`src/rtl/pwr_mode_pkg.sv`:
```
package pwr_mode_pkg;
  localparam int SEL_W  = 2;
  localparam int MODE_W = 3;
  localparam int NSRC   = 3;

  typedef enum logic [1:0] {
    ST_RUN   = 2'd0,
    ST_IDLE  = 2'd1,
    ST_SLEEP = 2'd2
  } pm_state_e;

  localparam logic [SEL_W-1:0]  SRC_PRI    = 2'd0;
  localparam logic [SEL_W-1:0]  SRC_SEC    = 2'd1;
  localparam logic [SEL_W-1:0]  SRC_INT    = 2'd2;
  localparam logic [MODE_W-1:0] MODE_SLEEP = 3'd7;

  // 1x selects the internal block regardless of the low bit
  function automatic logic [SEL_W-1:0] src_decode(input logic [SEL_W-1:0] sel);
    if (sel[1])      return SRC_INT;
    else if (sel[0]) return SRC_SEC;
    else             return SRC_PRI;
  endfunction
endpackage

```
`src/rtl/pwr_cfg_reg.sv`:
```
module pwr_cfg_reg
  import pwr_mode_pkg::*;
(
  input  logic             clk_i,
  input  logic             rst_ni,
  input  logic             we_i,
  input  logic             idle_d_i,
  input  logic [SEL_W-1:0] sel_d_i,
  output logic             idle_q_o,
  output logic [SEL_W-1:0] tgt_n_o
);
  logic [SEL_W-1:0] sel_q;

  always_ff @(posedge clk_i or negedge rst_ni) begin
    if (!rst_ni) begin
      idle_q_o <= 1'b0;
      sel_q    <= '0;
    end else if (we_i) begin
      idle_q_o <= idle_d_i;
      sel_q    <= sel_d_i;
    end
  end

  // target seen by the switch logic includes a write in flight
  assign tgt_n_o = src_decode(we_i ? sel_d_i : sel_q);
endmodule

```
`src/rtl/pwr_src_switch.sv`:
```
module pwr_src_switch
  import pwr_mode_pkg::*;
(
  input  logic             clk_i,
  input  logic             rst_ni,
  input  logic [SEL_W-1:0] tgt_i,
  input  logic [NSRC-1:0]  rdy_i,
  output logic [SEL_W-1:0] act_n_o,
  output logic             pend_n_o
);
  logic [SEL_W-1:0] act_q;
  logic             tgt_rdy;

  always_comb begin
    tgt_rdy = 1'b0;
    for (int i = 0; i < NSRC; i++)
      if (tgt_i == SEL_W'(i)) tgt_rdy = rdy_i[i];
  end

  assign act_n_o  = (tgt_i != act_q && tgt_rdy) ? tgt_i : act_q;
  assign pend_n_o = (tgt_i != act_n_o);

  always_ff @(posedge clk_i or negedge rst_ni) begin
    if (!rst_ni) act_q <= SRC_PRI;
    else         act_q <= act_n_o;
  end
endmodule

```
`src/rtl/pwr_mode_fsm.sv`:
```
module pwr_mode_fsm
  import pwr_mode_pkg::*;
(
  input  logic      clk_i,
  input  logic      rst_ni,
  input  logic      sleep_req_i,
  input  logic      idle_q_i,
  input  logic      wake_i,
  output pm_state_e st_q_o,
  output pm_state_e st_n_o
);
  always_comb begin
    st_n_o = st_q_o;
    unique case (st_q_o)
      ST_RUN:   if (sleep_req_i) st_n_o = idle_q_i ? ST_IDLE : ST_SLEEP;
      ST_IDLE,
      ST_SLEEP: if (wake_i) st_n_o = ST_RUN;
      default:  st_n_o = ST_RUN;
    endcase
  end

  always_ff @(posedge clk_i or negedge rst_ni) begin
    if (!rst_ni) st_q_o <= ST_RUN;
    else         st_q_o <= st_n_o;
  end
endmodule

```
`src/rtl/pwr_clk_out.sv`:
```
module pwr_clk_out
  import pwr_mode_pkg::*;
(
  input  logic              clk_i,
  input  logic              rst_ni,
  input  pm_state_e         st_n_i,
  input  logic [SEL_W-1:0]  act_n_i,
  input  logic              pend_n_i,
  output logic              cpu_en_o,
  output logic              per_en_o,
  output logic [SEL_W-1:0]  src_sel_o,
  output logic              pend_o,
  output logic [MODE_W-1:0] mode_o
);
  logic [MODE_W-1:0] mode_n;

  always_comb begin
    if (st_n_i == ST_SLEEP) mode_n = MODE_SLEEP;
    else                    mode_n = {st_n_i == ST_IDLE, act_n_i};
  end

  // all enables leave a flop: no combinational edge reaches the gates
  always_ff @(posedge clk_i or negedge rst_ni) begin
    if (!rst_ni) begin
      cpu_en_o  <= 1'b1;
      per_en_o  <= 1'b1;
      src_sel_o <= SRC_PRI;
      pend_o    <= 1'b0;
      mode_o    <= '0;
    end else begin
      cpu_en_o  <= (st_n_i == ST_RUN);
      per_en_o  <= (st_n_i != ST_SLEEP);
      src_sel_o <= act_n_i;
      pend_o    <= pend_n_i;
      mode_o    <= mode_n;
    end
  end
endmodule

```
`src/rtl/pwr_mode_ctrl.sv`:
```
module pwr_mode_ctrl
  import pwr_mode_pkg::*;
(
  input  logic              clk_i,
  input  logic              rst_ni,
  input  logic              cfg_we_i,
  input  logic              cfg_idle_i,
  input  logic [SEL_W-1:0]  cfg_src_i,
  input  logic              sleep_req_i,
  input  logic              irq_i,
  input  logic              ulp_wake_i,
  input  logic [NSRC-1:0]   src_rdy_i,
  output logic              cpu_clk_en_o,
  output logic              per_clk_en_o,
  output logic [SEL_W-1:0]  src_sel_o,
  output logic              switch_pend_o,
  output logic [MODE_W-1:0] mode_o
);
  logic             idle_q;
  logic [SEL_W-1:0] tgt_n;
  logic [SEL_W-1:0] act_n;
  logic             pend_n;
  pm_state_e        st_q;
  pm_state_e        st_n;

  pwr_cfg_reg u_cfg (
    .clk_i    (clk_i),
    .rst_ni   (rst_ni),
    .we_i     (cfg_we_i),
    .idle_d_i (cfg_idle_i),
    .sel_d_i  (cfg_src_i),
    .idle_q_o (idle_q),
    .tgt_n_o  (tgt_n)
  );

  pwr_src_switch u_sw (
    .clk_i    (clk_i),
    .rst_ni   (rst_ni),
    .tgt_i    (tgt_n),
    .rdy_i    (src_rdy_i),
    .act_n_o  (act_n),
    .pend_n_o (pend_n)
  );

  pwr_mode_fsm u_fsm (
    .clk_i       (clk_i),
    .rst_ni      (rst_ni),
    .sleep_req_i (sleep_req_i),
    .idle_q_i    (idle_q),
    .wake_i      (irq_i | ulp_wake_i),
    .st_q_o      (st_q),
    .st_n_o      (st_n)
  );

  pwr_clk_out u_out (
    .clk_i     (clk_i),
    .rst_ni    (rst_ni),
    .st_n_i    (st_n),
    .act_n_i   (act_n),
    .pend_n_i  (pend_n),
    .cpu_en_o  (cpu_clk_en_o),
    .per_en_o  (per_clk_en_o),
    .src_sel_o (src_sel_o),
    .pend_o    (switch_pend_o),
    .mode_o    (mode_o)
  );

  AST_SEL_LEGAL: assert property (@(posedge clk_i) disable iff (!rst_ni)
    src_sel_o != 2'b11);
  AST_RUN_CLOCKED: assert property (@(posedge clk_i) disable iff (!rst_ni)
    (st_q == ST_RUN && !sleep_req_i) |=> (cpu_clk_en_o && per_clk_en_o && !mode_o[2]));
  AST_IDLE_ENTRY: assert property (@(posedge clk_i) disable iff (!rst_ni)
    (st_q == ST_RUN && sleep_req_i && idle_q) |=> (!cpu_clk_en_o && per_clk_en_o && mode_o[2] && mode_o != MODE_SLEEP));
  AST_SLEEP_ENTRY: assert property (@(posedge clk_i) disable iff (!rst_ni)
    (st_q == ST_RUN && sleep_req_i && !idle_q) |=> (!cpu_clk_en_o && !per_clk_en_o && mode_o == MODE_SLEEP));
  AST_SWITCH_HOLD: assert property (@(posedge clk_i) disable iff (!rst_ni)
    (switch_pend_o && !cfg_we_i && src_rdy_i == '0) |=> ($stable(src_sel_o) && switch_pend_o));
  AST_WAKE_RUN: assert property (@(posedge clk_i) disable iff (!rst_ni)
    (st_q != ST_RUN && (irq_i || ulp_wake_i)) |=> (cpu_clk_en_o && per_clk_en_o && !mode_o[2]));
  AST_LOWPWR_HOLD: assert property (@(posedge clk_i) disable iff (!rst_ni)
    (st_q == ST_SLEEP && !irq_i && !ulp_wake_i) |=> (mode_o == MODE_SLEEP && !per_clk_en_o));
endmodule

```
`config.mk`:
```
export PLATFORM = sky130hd
export DESIGN_NAME = pwr_mode_ctrl
export DESIGN_NICKNAME = d
export VERILOG_FILES = /design/src/rtl/pwr_mode_pkg.sv /design/src/rtl/pwr_cfg_reg.sv /design/src/rtl/pwr_src_switch.sv /design/src/rtl/pwr_mode_fsm.sv /design/src/rtl/pwr_clk_out.sv /design/src/rtl/pwr_mode_ctrl.sv
export SDC_FILE = /design/constraint.sdc
export NUM_CORES = 1
export LEC_CHECK = 0
export BUFFER_PORTS_ARGS = -buffer_cell sky130_fd_sc_hd__buf_2
export CORE_MARGIN = 10
export CORE_UTILIZATION = 47
export CTS_CLUSTER_DIAMETER = 50
export DETAILED_ROUTE_END_ITERATION = 12
export GPL_TIMING_DRIVEN = 0
export PLACE_DENSITY = 0.77
export REMOVE_ABC_BUFFERS = 1
export SYNTH_ARGS = -nofsm -noshare
export SYNTH_HDL_FRONTEND = slang
export SYNTH_SLANG_ARGS = --single-unit
```
`constraint.sdc`:
```
create_clock -name clk_i -period 2.2 [get_ports clk_i]
set_clock_uncertainty 0.05 [all_clocks]
set_input_delay 0.44 -clock clk_i [delete_from_list [all_inputs] [get_ports clk_i]]
set_output_delay 0.44 -clock clk_i [all_outputs]
set_load 0.05 [all_outputs]
```
==> results.json, run 1 <==
{
  "outcome": "complete, no violations",
  "avgSynthCellArea_um2": 12.1,
  "cts_max_path_buffers": 2,
  "required_ps": 2310,
  "gp_congestion": 0.741,
  "peakVddDrop_mv": 0.709,
  "cts_root_buf": "clkbuf_4",
  "post-place-ws_ps": 236,
  "finalSetupViolations": 0,
  "critPathMaxFanout": 4,
  "slew_viol_final": 0,
  "clk_latency_ps": 260,
  "ys_ff_latch": 13,
  "cp_cell_sequence": "inv_1 > ha_1 > nor3b_1 > a22oi_1 > or2_2 > ha_1 > a211o_1",
  "post_cts_buffers": 0,
  "synthArstFlopShare": 1.00,
  "tritoncts": "built",
  "cts_inserted_buffers": 3,
  "synth_warnings": 0,
  "grt_max_degree": 14,
  "start_util": 0.498,
  "tns_ps": 0,
  "synth_cells": 53,
  "critPathCaptureType": "flip-flop",
  "cp-start-kind": "flip-flop",
  "crit_type": "flip-flop to flip-flop",
  "die_x_um": 56.9,
  "grt_antenna_before_repair": 0,
  "slew_headroom": 0.771,
  "maxCapViolations": 0,
  "die-area_mm2": 0.00324,
  "coreArea_mm2": 0.00128,
  "power_density_mw_per_mm2": 1190,
  "cts.repair.resized": 0,
  "critPathArrivalTime_ps": 2090,
  "drc": 0,
  "synth_flop_cell": "dfrtp_1",
  "fin_crit_sh": 0.902,
  "tightestPinTransition_ps": 344,
  "layout-drive-gt1-share": 0.434,
  "crit_path_max_incr_delay_ps": 390,
  "grt.total_usage": 0.0685,
  "grt_pass1_vias": 465,
  "synth_cell_types": 26,
  "synth_top_area_frac": 0.431,
  "rows": 13,
  "fmax_ghz": 0.504,
  "dr.pass1.iters": 2,
  "hold_class": "input port to flip-flop",
  "grt_setup_unrepaired": "no",
  "p_leak_uw": 0.000393,
  "synth_seq_area_share": 0.513,
  "die-height_um": 56.9,
  "path_clk_slew_ps": 80,
  "wl_per_cell_um": 12.5,
  "nets": 93,
  "synth_edf_count": 0,
  "ios": 20,
  "grt_first_pass_wirelength_um": 1850,
  "critPathSlowestCell": "dfrtp_1",
  "dp_hpwl_um": 926,
  "drtAntennaViolNets": 0,
  "fin_crit_ps": 1980,
  "cp_common_cell": "ha_1",
  "vias_per_cell": 4.91,
  "vias": 447,
  "drt_iter0_markers": 4,
  "worst_slack_ps": 216,
  "wl_um": 1140,
  "yosysTopAreaCell": "dfrtp_1",
  "nFillCells": 110,
  "yosysMostFrequentCell": "dfrtp_1",
  "hold_viol": 0,
  "cts-htree-levels": 1,
  "io_buffers": 19,
  "syn_area_um2": 639,
  "clkSinkCount": 13,
  "synthTopCellsByArea": "dfrtp_1, dfstp_2, ha_1",
  "grt.overflow.total": 0,
  "area.growth.synth_to_final_pct": 21.7,
  "insertedDiodeCount": 0,
  "synthTopCellsByCount": "dfrtp_1, inv_1, ha_1, nor2_1, or2_2"
}
==> timing repair <==
| action | in CTS | in global routing |
|---|---|---|
| hold buffers | 1 | 0 |
| hold endpoints to repair | 5 | 0 |
| endpoints found under the setup margin | 0 | 0 |
==> state kept, by name, indices dropped and copies added, names as in the netlist <==
register and cells:
u_out.cpu_en_o 1, u_cfg.idle_q_o 1, u_out.src_sel_o 2, u_out.pend_o 1, u_fsm.st_q_o 2, u_out.per_en_o 1
u_out.mode_o 3, u_cfg.sel_q 2
==> layout by cell type, fill, tap and decap left out, drive strengths merged, types with 2 or more instances in the layout <==
cell    Yosys  layout
a32oi       2       2
or2         5       5
inv         5       5
ha          4       4
dfrtp      11      11
o211ai      2       2
clkbuf      0       4
mux2        2       2
o21ai       2       2
dfstp       2       2
nor2        4       4
o211a       2       2
nand2       2       2
buf         1      19
==> report_power, final <==
part	internal [uW]	total [uW]	switching (uW)	leakage, uW
clock network	70.0	140	70.0	0.0000150
registers	322	356	33.3	0.000155
logic	134	433	299	0.000223
total	526	929	403	0.000393
==> final cells by class <==
cell class                      count  area [um^2]  area share
Inverter                            5         18.8      0.0241
Clock buffer                        4         26.3      0.0338
Sequential cell                    13          328       0.421
Tap cell                           15         18.8      0.0241
Multi-Input combinational cell     34          282       0.362
Timing Repair Buffer               20          105       0.135
==> path summary, 6_finish.rpt <==
| kind | from | endpoint | slack, ps | cells past startpoint |
|---|---|---|---|---|
| worst max-delay path | u_fsm.st_q_o[1] | u_out.mode_o[1] | 220 | 7 |
| worst min-delay path | cfg_idle_i | u_cfg.idle_q_o | 360 | 2 |
| worst max register to register | u_fsm.st_q_o[1] | u_out.mode_o[1] | 220 | 7 |
| worst min register to register | u_cfg.idle_q_o | u_cfg.idle_q_o | 460 | 1 |
| max in group asynchronous | rst_ni | u_out.per_en_o | 1290 | 2 |
| min in group asynchronous | rst_ni | u_fsm.st_q_o[0] | 530 | 2 |
==> cell families (layout without fill, tap and decap cells) <==
kind of cell,after synthesis,after routing,share of synthesized area
compound gates,12,12,0.145
xor+xnor,2,2,0.0274
fa+ha+maj,4,4,0.0783
buf+inv,6,29,0.0470
flops,13,13,0.513
mux,3,3,0.0763
simple gates,13,13,0.114
==> worst max-delay path: cells and delay by family, from the launching register on <==
family | cells | cell delay [ps]
AO/OA/AOI/OAI | 2 | 340
adder cells (fa/ha/maj) | 2 | 480
buffers and inverters | 1 | 60
flip-flops | 1 | 390
AND/OR/NAND/NOR | 2 | 560
==> layer usage <==
layer  part of all wire  GRT usage  wire [um]
met1               0.46     0.0749        518
met3              0.075     0.0337         85
met2               0.46      0.109        523
met5                  0          0          0
met4             0.0070     0.0302          8
==> stage by stage <==
| stage | total power [uW] | instances | instance area, um^2 | hold slack, ps | utilization |
|---|---|---|---|---|---|
| 2_1_floorplan | 695 | 52 | 628 | 94.4 | - |
| 3_3_place_gp | 791 | 86 | 742 | 285 | 0.577 |
| 3_5_place_dp | 799 | 86 | 742 | 284 | 0.577 |
| 4_1_cts | 940 | 91 | 778 | 361 | 0.606 |
| 5_1_grt | 994 | 91 | 778 | 366 | 0.606 |
| 6_report | 929 | 91 | 778 | 362 | 0.606 |
Note: power is estimated with default switching activity, not from simulation.
==> run 2, diff against run 1 <==
--- a/config.mk
+++ b/config.mk
@@ -5,13 +5,14 @@
 export SDC_FILE = /design/constraint.sdc
 export NUM_CORES = 1
 export LEC_CHECK = 0
+export ABC_AREA = 1
 export BUFFER_PORTS_ARGS = -buffer_cell sky130_fd_sc_hd__buf_2
-export CORE_MARGIN = 10
-export CORE_UTILIZATION = 47
+export CORE_MARGIN = 2
+export CORE_UTILIZATION = 48
 export CTS_CLUSTER_DIAMETER = 50
 export DETAILED_ROUTE_END_ITERATION = 12
 export GPL_TIMING_DRIVEN = 0
-export PLACE_DENSITY = 0.77
+export PLACE_DENSITY = 0.78
 export REMOVE_ABC_BUFFERS = 1
 export SYNTH_ARGS = -nofsm -noshare
 export SYNTH_HDL_FRONTEND = slang
==> run 2 against run 1 <==
Clock power increased by 5%. Fmax rose by 12%. Power grew 13%. Core utilization grew 1.9 points. Sequential power up 5%. Die area decreased by 48%. Wire length shrank 1.6%. Largest power group unchanged.
==> results.json, run 2 <==
{
  "crit_path_max_incr_delay_ps": 430,
  "coreArea_mm2": 0.00128,
  "dr.pass1.iters": 4,
  "synth_top_family_by_area": "simple AND/OR/NAND/NOR gates",
  "ys_ff_latch": 13,
  "synth_warnings": 0,
  "critPathMaxFanout": 3,
  "fin_crit_sh": 0.802,
  "syn_area_um2": 652,
  "grt.total_usage": 0.183,
  "critPathSlowestCell": "a221oi_1",
  "wl_per_cell_um": 9.97,
  "muxShareOfSynthArea": 0,
  "yosysTopAreaCell": "dfrtp_1",
  "die_x_um": 40.9,
  "layout_common_cells": "buf_2, nand2_1, inv_1, dfrtp_1, nand3_1",
  "die-area_mm2": 0.00167,
  "peakVddDrop_mv": 0.765,
  "synth_edf_count": 0,
  "p_switching_uw": 511,
  "hold_class": "input port to flip-flop",
  "critPathCaptureType": "flip-flop",
  "layout_commonest_cell": "buf_2",
  "cts-htree-levels": 1,
  "die-height_um": 40.9,
  "grt.overflow.total": 0,
  "grt_max_degree": 14,
  "vias": 523,
  "nFillCells": 115,
  "io_buffers": 19,
  "required_ps": 2310,
  "drc": 0,
  "cts_max_path_buffers": 2,
  "area.growth.synth_to_final_pct": 23.0,
  "hold_viol": 0,
  "tritoncts": "built",
  "yosys.area_share.adder": 0.0768,
  "insertedDiodeCount": 0,
  "synth_top_area_frac": 0.422,
  "tns_ps": 0,
  "avgSynthCellArea_um2": 8.93,
  "slew_headroom": 0.692,
  "top_register": "u_out.mode_o",
  "synth_xor_area_frac": 0,
  "path_clk_slew_ps": 80,
  "outcome": "complete, no violations",
  "p_total_uw": 1050,
  "gp_congestion": 0.708,
  "synth_flop_cell": "dfrtp_1",
  "maxCapViolations": 0,
  "synthArstFlopShare": 1.00,
  "fin_crit_ps": 1760,
  "yosysMostFrequentCell": "nand2_1",
  "synthTopCellsByArea": "dfrtp_1, nand2_1, dfstp_2",
  "grt_first_pass_wirelength_um": 1880,
  "synth_compound_area_frac": 0.0365,
  "ios": 20,
  "drt_iter0_markers": 2,
  "layout-drive-gt1-share": 0.371,
  "vias_per_cell": 4.67,
  "grt_pass1_vias": 484,
  "post_cts_buffers": 0,
  "crit_type": "flip-flop to flip-flop",
  "grt_setup_unrepaired": "no",
  "switching_share": 0.486,
  "clk_latency_ps": 280,
  "p_leak_uw": 0.000460,
  "cp_cell_sequence": "inv_1 > ha_1 > nand3_1 > a221oi_1 > inv_1 > ha_1",
  "grt_antenna_before_repair": 0,
  "slew_viol_final": 0,
  "postLayoutCoreUtil": 0.624,
  "synthTopCellsByCount": "nand2_1, inv_1, dfrtp_1, nand3_1, nand2_2",
  "power_density_mw_per_mm2": 1310,
  "dp_hpwl_um": 893,
  "start_util": 0.507,
  "finalSetupViolations": 0,
  "synth-simple-area-share": 0.298,
  "seqPwrFrac": 0.355,
  "combPwrFrac": 0.505,
  "cts_root_buf": "clkbuf_4",
  "clkSinkCount": 13,
  "wl_um": 1120,
  "cts_inserted_buffers": 3,
  "synth_cell_types": 14,
  "synth_seq_area_share": 0.503,
  "drtAntennaViolNets": 0,
  "cp-start-kind": "flip-flop",
  "critPathArrivalTime_ps": 1880,
  "fmax_ghz": 0.567,
  "tightestPinTransition_ps": 462,
  "largest_reg_flops": 3,
  "nets": 114,
  "synth_cells": 73,
  "internal_power_uw": 541,
  "rows": 13,
  "pwr-share-clk": 0.140
}
==> run 2: power groups by stage <==
stage / Combinational [uW] / Sequential, uW / Clock [uW]
after floorplan: 184 / 611 / 0
after global placement: 522 / 374 / 0
after detailed placement: 536 / 381 / 0
after CTS: 539 / 376 / 152
after global routing: 587 / 389 / 159
final: 532 / 373 / 147
==> run 2: routing by layer <==
metal | vias up | wire, um | GRT usage
li1 | 274 | - | -
met2 | 9 | 581 | 0.344
met3 | 2 | 44 | 0.0489
met1 | 238 | 467 | 0.188
met5 | - | 0 | 0
met4 | 0 | 24 | 0.0750
==> run 2: path summary, 6_finish.rpt <==
path,start,end,slack (ps),cells after the start
max reg2reg,u_fsm.st_q_o[1],u_out.mode_o[2],440,6
min reg2reg,u_cfg.idle_q_o,u_cfg.idle_q_o,430,2
max in group asynchronous,rst_ni,u_out.cpu_en_o,1310,2
min,cfg_idle_i,u_cfg.idle_q_o,310,3
max,u_fsm.st_q_o[1],u_out.mode_o[2],440,6
min in group asynchronous,rst_ni,u_fsm.st_q_o[1],510,2
==> run 2: repair_timing <==
action                                  4_1_cts  5_1_grt
endpoints found under the hold margin        11        0
resized for setup                             0        0
endpoints found under the setup margin        0        0
hold buffers                                  1        0
==> run 2: worst max-delay path: cells and delay by family, from the launching register on <==
| kind | cells | cell delay [ps] |
|---|---|---|
| flops | 1 | 380 |
| fa+ha+maj | 2 | 560 |
| compound gates | 1 | 430 |
| simple gates | 1 | 80 |
| buf+inv | 2 | 160 |
==> run 2: layout make-up <==
type                    count  area (um^2)  share of cell area
flip-flops and latches     13          328               0.409
multi-input cells          45          268               0.334
repair buffers             20          105               0.131
inverters                  15         56.3              0.0702
clock buffers               4         26.3              0.0328
well taps                  15         18.8              0.0234
==> run 2: kinds of logic (layout without fill, tap and decap cells) <==
| logic type | count (synthesis) | count (layout) |
|---|---|---|
| flops | 13 | 13 |
| compound gates | 4 | 4 |
| simple gates | 37 | 37 |
| buf+inv | 15 | 39 |
| fa+ha+maj | 4 | 4 |
==> run 2: through the flow <==
step | setup slack (ps) | cells | hold WS, ps | instance area (um^2)
floorplan | 609 | 73 | 94.4 | 652
global placement | 495 | 107 | 284 | 766
detailed placement | 439 | 107 | 294 | 766
CTS | 426 | 112 | 310 | 802
global route | 221 | 112 | 353 | 802
finish | 437 | 112 | 312 | 802
==> run 3, diff against run 2 <==
--- a/config.mk
+++ b/config.mk
@@ -5,14 +5,14 @@
 export SDC_FILE = /design/constraint.sdc
 export NUM_CORES = 1
 export LEC_CHECK = 0
-export ABC_AREA = 1
+export ABC_AREA = 0
 export BUFFER_PORTS_ARGS = -buffer_cell sky130_fd_sc_hd__buf_2
 export CORE_MARGIN = 2
-export CORE_UTILIZATION = 48
+export CORE_UTILIZATION = 47
 export CTS_CLUSTER_DIAMETER = 50
 export DETAILED_ROUTE_END_ITERATION = 12
 export GPL_TIMING_DRIVEN = 0
-export PLACE_DENSITY = 0.78
+export PLACE_DENSITY = 0.77
 export REMOVE_ABC_BUFFERS = 1
 export SYNTH_ARGS = -nofsm -noshare
 export SYNTH_HDL_FRONTEND = slang
==> constraint.sdc (replaced) <==
create_clock -name clk_i -period 1.7 [get_ports clk_i]
set_clock_uncertainty 0.05 [all_clocks]
set_input_delay 0.34 -clock clk_i [delete_from_list [all_inputs] [get_ports clk_i]]
set_output_delay 0.34 -clock clk_i [all_outputs]
set_load 0.05 [all_outputs]
==> run 3 against run 2 <==
The flow now finishes with violations (setup timing). Combinational power grew 40%. Core utilization rose by 5.5 points. Register-to-register slack worse by 520 ps. Critical path type unchanged. Worst hold slack worse by 62 ps. Power grew 32%. Final cell count shrank 15%. Largest power group unchanged. Clock power is 27% higher. Global-route usage decreased by 0.21 points. Highest routed layer unchanged.
==> results.json, run 3 (same netlist as run 1, synthesis figures left out) <==
{
  "grt_pass1_vias": 465,
  "nets": 97,
  "route.met3.wl_um": 46,
  "die-height_um": 40.9,
  "slew_viol_final": 0,
  "critPathMaxFanout": 2,
  "critPathArrivalTime_ps": 1890,
  "power_density_mw_per_mm2": 1590,
  "critPathLaunch": "u_fsm.st_q_o[0]",
  "critPathCaptureType": "flip-flop",
  "reg2reg_depth": 7,
  "wl_met1_um": 519,
  "start_util": 0.498,
  "required_ps": 1810,
  "path_clk_slew_ps": 80,
  "p_total_uw": 1390,
  "grt_setup_unrepaired": "yes",
  "clk_latency_ps": 270,
  "top_register": "u_out.mode_o",
  "r2r_end": "u_out.mode_o[1]",
  "vias_per_cell": 4.95,
  "gp_congestion": 0.744,
  "dp_hpwl_um": 842,
  "violations": "setup timing",
  "grt.overflow.total": 0,
  "fmax_ghz": 0.560,
  "wl_per_cell_um": 12.5,
  "die-area_mm2": 0.00167,
  "maxCapViolations": 0,
  "layout-drive-gt1-share": 0.600,
  "vias": 470,
  "r2r-start": "u_fsm.st_q_o[0]",
  "insertedDiodeCount": 0,
  "nFillCells": 86,
  "clkSinkCount": 13,
  "largest_reg_flops": 3,
  "area.growth.synth_to_final_pct": 36.4,
  "tritoncts": "built",
  "slew_headroom": 0.770,
  "wl_um": 1190,
  "grt_first_pass_wirelength_um": 1810,
  "hold_class": "input port to flip-flop",
  "p_leak_uw": 0.000424,
  "fin_crit_ps": 1790,
  "crit_type": "flip-flop to flip-flop",
  "drtAntennaViolNets": 0,
  "cts-htree-levels": 1,
  "hold_viol": 0,
  "fin_crit_sh": 1.05,
  "dr.pass1.iters": 2,
  "worst_slack_ps": -85.9,
  "dr_wl_met2_um": 604,
  "rows": 13,
  "cp-start-kind": "flip-flop",
  "io_buffers": 19,
  "tightestPinTransition_ps": 345,
  "ios": 20,
  "grt.total_usage": 0.181,
  "topRoutingLayerUsed": "met4",
  "die_x_um": 40.9,
  "cts_root_buf": "clkbuf_4",
  "post-place-ws_ps": -323,
  "outcome": "finished, violations left",
  "grt_antenna_before_repair": 0,
  "layout_common_cells": "buf_2, dfrtp_1, buf_4",
  "cts_max_path_buffers": 2,
  "finalSetupViolations": 2,
  "drt_iter0_markers": 2,
  "grt_max_degree": 14,
  "coreArea_mm2": 0.00128,
  "cts_inserted_buffers": 3,
  "peakVddDrop_mv": 1.13,
  "cp-endpoint": "u_out.mode_o[1]",
  "r2r_slack_ps": -90,
  "layout_commonest_cell": "buf_2",
  "drc": 0
}
run 3: how the worst min path moves through the flow:
| stage | from | end | slack (ps) | cells past startpoint |
|---|---|---|---|---|
| finish | cfg_idle_i | u_cfg.idle_q_o | 250 | 2 |
| global route | cfg_idle_i | u_cfg.idle_q_o | 230 | 2 |
| CTS | cfg_idle_i | u_cfg.idle_q_o | 240 | 2 |
| detailed placement | rst_ni | u_out.mode_o[2] | 180 | 1 |
| global placement | rst_ni | u_out.mode_o[2] | 180 | 1 |
| floorplan | rst_ni | u_cfg.idle_q_o | -6 | 0 |
run 3: repair_timing:
| item | 4_1_cts | 5_1_grt |
|---|---|---|
| endpoints found under the setup margin | 5 | 5 |
| gates resized for setup | 7 | 6 |
| setup buffers | 3 | 1 |
| pin swaps | 1 | 3 |
| cloned | 0 | 0 |
| endpoints found under the hold margin | 11 | 0 |
| hold buffers | 1 | 0 |
run 3: worst max-delay path: stages, from the launching register on:
cell	delay, ps
dfrtp_1	370
inv_2	60
ha_4	250
nor3b_4	190
a22oi_2	80
or2_4	270
ha_4	160
a211o_1	230
run 3: layout make-up:
cell class | instances | area, um^2 | area share
tap | 15 | 18.8 | 0.0215
clock buffer | 3 | 22.5 | 0.0258
sequential | 13 | 328 | 0.376
timing repair buffer | 24 | 135 | 0.155
multi-input combinational | 34 | 344 | 0.395
inverter | 5 | 18.8 | 0.0215
clock inverter | 1 | 5.00 | 0.00574
run 3: metal layers:
layer | GRT usage | up-vias
met5 | 0 | -
met4 | 0.150 | 0
met3 | 0.0489 | 2
met2 | 0.297 | 10
met1 | 0.192 | 221
li1 | - | 237
run 3: power breakdown:
group	switching [uW]	total [uW]	internal (uW)	leakage, uW
sequential	40.4	458	417	0.000155
clock	99.7	187	87.1	0.0000177
combinational	463	745	282	0.000251
run 3: through the flow:
step	instance area (um^2)	TNS (ps)	util	instances	hold slack (ps)
2_1_floorplan	628	-257	-	52	-5.59
3_3_place_gp	742	-618	0.577	86	183
3_5_place_dp	742	-889	0.577	86	184
4_1_cts	837	-162	0.651	94	243
5_1_grt	872	-329	0.679	95	234
6_report	872	-125	0.679	95	250
